### src/rtl/fifo_word_intake.sv
module fifo_word_intake #(
  parameter int WIDTH       = 4,
  parameter int SYNC_STAGES = 2
) (
  input  logic             clk,
  input  logic             rst_n,
  input  logic             load_i,
  input  logic [WIDTH-1:0] par_d,
  input  logic             ser_clk_i,
  input  logic             ser_en_n,
  input  logic             ser_d,
  input  logic             xfer_n,
  input  logic             stack_ready,
  output logic             full_n,
  output logic             push_o,
  output logic [WIDTH-1:0] word_o
);

  localparam logic [WIDTH-1:0] INIT = {1'b1, {(WIDTH-1){1'b0}}};
  localparam int TOP = SYNC_STAGES - 1;

  logic [TOP:0]     load_q, sclk_q, en_q, sd_q;
  logic             sclk_last;
  logic [WIDTH-1:0] stage;
  logic             marker, done;

  always_ff @(posedge clk or negedge rst_n) begin
    if (!rst_n) begin
      load_q    <= '0;
      sclk_q    <= '0;
      en_q      <= '1;
      sd_q      <= '0;
      sclk_last <= 1'b0;
    end else begin
      load_q    <= {load_q[TOP-1:0], load_i};
      sclk_q    <= {sclk_q[TOP-1:0], ser_clk_i};
      en_q      <= {en_q[TOP-1:0], ser_en_n};
      sd_q      <= {sd_q[TOP-1:0], ser_d};
      sclk_last <= sclk_q[TOP];
    end
  end

  wire load_s = load_q[TOP];
  wire shift  = sclk_last & ~sclk_q[TOP] & ~en_q[TOP] & ~marker;
  wire reinit = done & ~load_s;

  assign push_o = ~xfer_n & stack_ready & marker & ~done;
  assign full_n = ~marker;
  assign word_o = stage;

  always_ff @(posedge clk or negedge rst_n) begin
    if (!rst_n) begin
      stage  <= INIT;
      marker <= 1'b0;
      done   <= 1'b0;
    end else begin
      if (reinit) begin
        stage  <= INIT;
        marker <= 1'b0;
      end else if (load_s) begin
        stage  <= par_d;
        marker <= 1'b1;
      end else if (shift) begin
        stage  <= {sd_q[TOP], stage[WIDTH-1:1]};
        marker <= stage[0];
      end
      if (push_o)      done <= 1'b1;
      else if (reinit) done <= 1'b0;
    end
  end

endmodule


### config.mk
export PLATFORM = sky130hd
export DESIGN_NAME = fifo_word_intake
export DESIGN_NICKNAME = d
export VERILOG_FILES = /design/src/rtl/fifo_word_intake.sv
export SDC_FILE = /design/constraint.sdc
export NUM_CORES = 1
export LEC_CHECK = 0
export BUFFER_PORTS_ARGS = -buffer_cell sky130_fd_sc_hd__buf_2
export CAP_MARGIN = 5
export CORE_UTILIZATION = 38
export CTS_BUF_LIST = sky130_fd_sc_hd__clkbuf_16
export DETAILED_ROUTE_END_ITERATION = 16
export GPL_ROUTABILITY_DRIVEN = 0
export PLACE_DENSITY = 0.74
export SYNTH_ARGS = -nofsm -noshare
export SYNTH_HDL_FRONTEND = slang
export SYNTH_SLANG_ARGS = --single-unit
### constraint.sdc
create_clock -name clk -period 1.1 [get_ports clk]
set_input_delay 0.055 -clock clk [delete_from_list [all_inputs] [get_ports clk]]
set_output_delay 0.055 -clock clk [all_outputs]
set_load 0.02 [all_outputs]
==> impl_results.md <==
- Bufs on Longest Clock Path: 2
- RSZ-0062 raised after global routing: true
- Initial core utilization: 0.4249
- Placed Area: around 730 sq um
- Final min period: between 1 and 1.5 ns
- Synth Warn #: 0
- Logic pwr share: 0.177
- Vias: roughly 420
- Clock transition at path regs: around 0.040 ns
- Most frequent cell after synthesis: dfrtp_1
- Worst hold path type: input pin to flop
- Int Power: 1.247 mW
- Vias per cell: 4.708
- Mapped Area: 580.6 sq um
- Ys async rst share: 1.000
- Layout area overhead: 54.74%
- Leading cell types by count after synthesis: 12 x dfrtp_1, 4 x inv_1, 3 x dfstp_2
- Sequential power share: 0.406
- Register area share after synthesis: 0.6530
- Seq cells post-synth: 15
- Port bufs: 17
- CP Class: flop to primary output
- Max-slew headroom: 0.7861
- Final std cells w/o fill: 89
- Largest net degree at the start of global routing: 16
- Die width: just over 40 um
- Final Setup Violations: 6
- DIE HEIGHT: slightly above 40 um
- Setup TNS: -0.6378 ns
- IO Count: 18
- Number of cells produced by synthesis: 40
- Psw: roughly 0.36 mW
- Final HPWL from detailed placement: between 700 and 800 um
- Worst path required time: ~1.0 ns
- Hold_sp: par_d[1]
- Global route overflow: 0
- Syn Nets: 52
- Start point of the critical path: done
- Pwr Density: approximately 1800 nW/um^2
- Slew @ Worst Pin: about 0.32 ns
- Xor and xnor area share after synthesis: 0
- Sw frac: 0.2260
- Mean Syn Cell Area: about 15 sq um
- Largest family of logic cells by synthesized area: simple AND/OR/NAND/NOR gates
- Final Cell Area: ~900 sq um
- Mux cell area share after synthesis: 0.08621
- Synth cell types: 18
- Ys flop type: dfrtp_1
- CTS H-tree lvls: 1
- Area of the core: about 1400 sq um
- Pre-Repair DR Iteration Count: 4
- Critical path endpoint category: primary output
- PnR worst setup slack: -0.1488 ns
- Hold Fails Final Rpt: 0
- Period utilization: 1.135
- Placed Instances: 76
- Synth Area in Compound Gates: 0.07759
- Fmax: between 800 and 900 MHz
- Vias in the first global route: between 400 and 500
- Antenna diodes: 0
- Synth top area cells: dfrtp_1 52%, dfstp_2 14%, mux2_4 5.2%, nor4b_4 4.1%, mux2i_1 3.4%
- Final antenna-violating net count: 0
- Post-route DRC: 0
- Leak Pwr: approximately 0.45 nW
- Total CTS buffers: 3
- Yosys top cell area share: 0.5172
- Initial DRC Count: 5
- Total GRT Usage: 0.1640
- Initial antenna violation count: 0
- Reg-to-reg slack, setup: -0.15 ns
- CP Max Fanout: 2
- Routed wire length per instance: 11.76 um
- Reg-to-reg startpoint: sclk_q[1]
- Failing checks: setup timing
- Post-synth EDFFs: 0
- Final net count: 87
- CTS sink count: 15
- Simple-gate share of the synthesized area: 0.1401
- DIE AREA: between 1500 and 2000 sq um
- VDD IR max: between 0.001 and 0.0015 V
- Proportion of layout cells with a drive suffix above 1: 0.5270
- Clk_lat worst skew: 0.24 ns
- Post-Synth Adder-Cell Area: 0
- Arr. time, crit path: approximately 1.2 ns
- Pins Over Slew Limit: 0
- Clock Power Share: 0.417
- Synth area leader: dfrtp_1
- Global-route wire length before repair: around 1.6 mm
- Root buffer cell: clkbuf_16
- Row cnt: 13
- Final clock skew: 0.0007568 ns
- Startpoint Class: flop
- Drt total wl: 1.047 mm
- Max-Cap Viols: 0
- CTS tree: done
- Outcome: finished, violations left
-- registers in the layout (all words and copies together), names as in the netlist --
name / count
word_o: 4
sclk_last: 1
marker: 1
en_q: 2
load_q: 2
sclk_q: 2
sd_q: 2
done: 1
-- cell families after synthesis --
logic type | count (synthesis)
AO/OA/AOI/OAI | 7
flip-flops | 15
multiplexers | 4
AND/OR/NAND/NOR | 8
buffers and inverters | 6
-- routing by layer --
metal,GRT usage,share of wire,vias up
met2,0.2656,0.49,15
met1,0.1771,0.45,197
met4,0.1000,0,0
met3,0.06522,0.053,0
met5,0,0,-
li1,-,-,207
-- cell type report --
class                           count  area, sq um
Multi-Input combinational cell     19        185.2
Tap cell                           15        18.77
Timing Repair Buffer               32        220.2
Sequential cell                    15        380.4
Inverter                            4        15.01
Clock inverter                      1        3.754
Fill cell                         117        467.9
Clock buffer                        3        75.07
-- cell usage in the layout (no fill, tap or decap), types with 2 or more instances in the layout --
master         instances
buf_6                  2
nor4b_4                2
dlygate4sd3_1          5
dfstp_2                3
inv_1                  5
nor2_1                 2
dfrtp_1               11
mux2_4                 2
nor3b_1                2
a21oi_1                2
mux2i_1                2
clkbuf_16              3
buf_2                 16
buf_4                  9
-- power by group through the flow --
stage	logic [mW]	registers (mW)	clock network (mW)
after floorplan	0.117	0.687	0
after global placement	0.241	0.663	0
after detailed placement	0.245	0.667	0
after CTS	0.289	0.655	0.689
after global routing	0.312	0.660	0.712
final	0.286	0.654	0.671
-- through the flow --
step	setup WS (ns)	total power [mW]	util	hold slack, ns
floorplan	-0.1293	0.8039	-	-0.2406
global placement	-0.1257	0.9036	0.5330	-0.03652
detailed placement	-0.1574	0.9118	0.5330	-0.03140
CTS	-0.1683	1.632	0.6575	0.09722
global route	-0.2144	1.683	0.6575	0.1175
finish	-0.1488	1.611	0.6575	0.09604
-- path summary, 6_finish.rpt --
check | to | depth (start not counted)
setup / recovery | push_o | 3
hold / removal | word_o[1] | 3
setup reg to reg | word_o[2] | 3
hold reg to reg | sd_q[1] | 0
max in group asynchronous | en_q[1] | 2
min in group asynchronous | sclk_q[0] | 2
-- critical path, stage by stage, from the launching register on --
cell and delay [ns]:
dfrtp_2 0.40, buf_6 0.12, nor4b_4 0.25, buf_4 0.18
-- timing repair --
action	4_1_cts	5_1_grt
hold buffers	5	0
endpoints found under the hold margin	19	0
setup endpoints to repair	6	7
buffers inserted	4	0
gates resized for setup	4	0
pin swaps	3	1
Note: power is estimated with default switching activity, not from simulation.
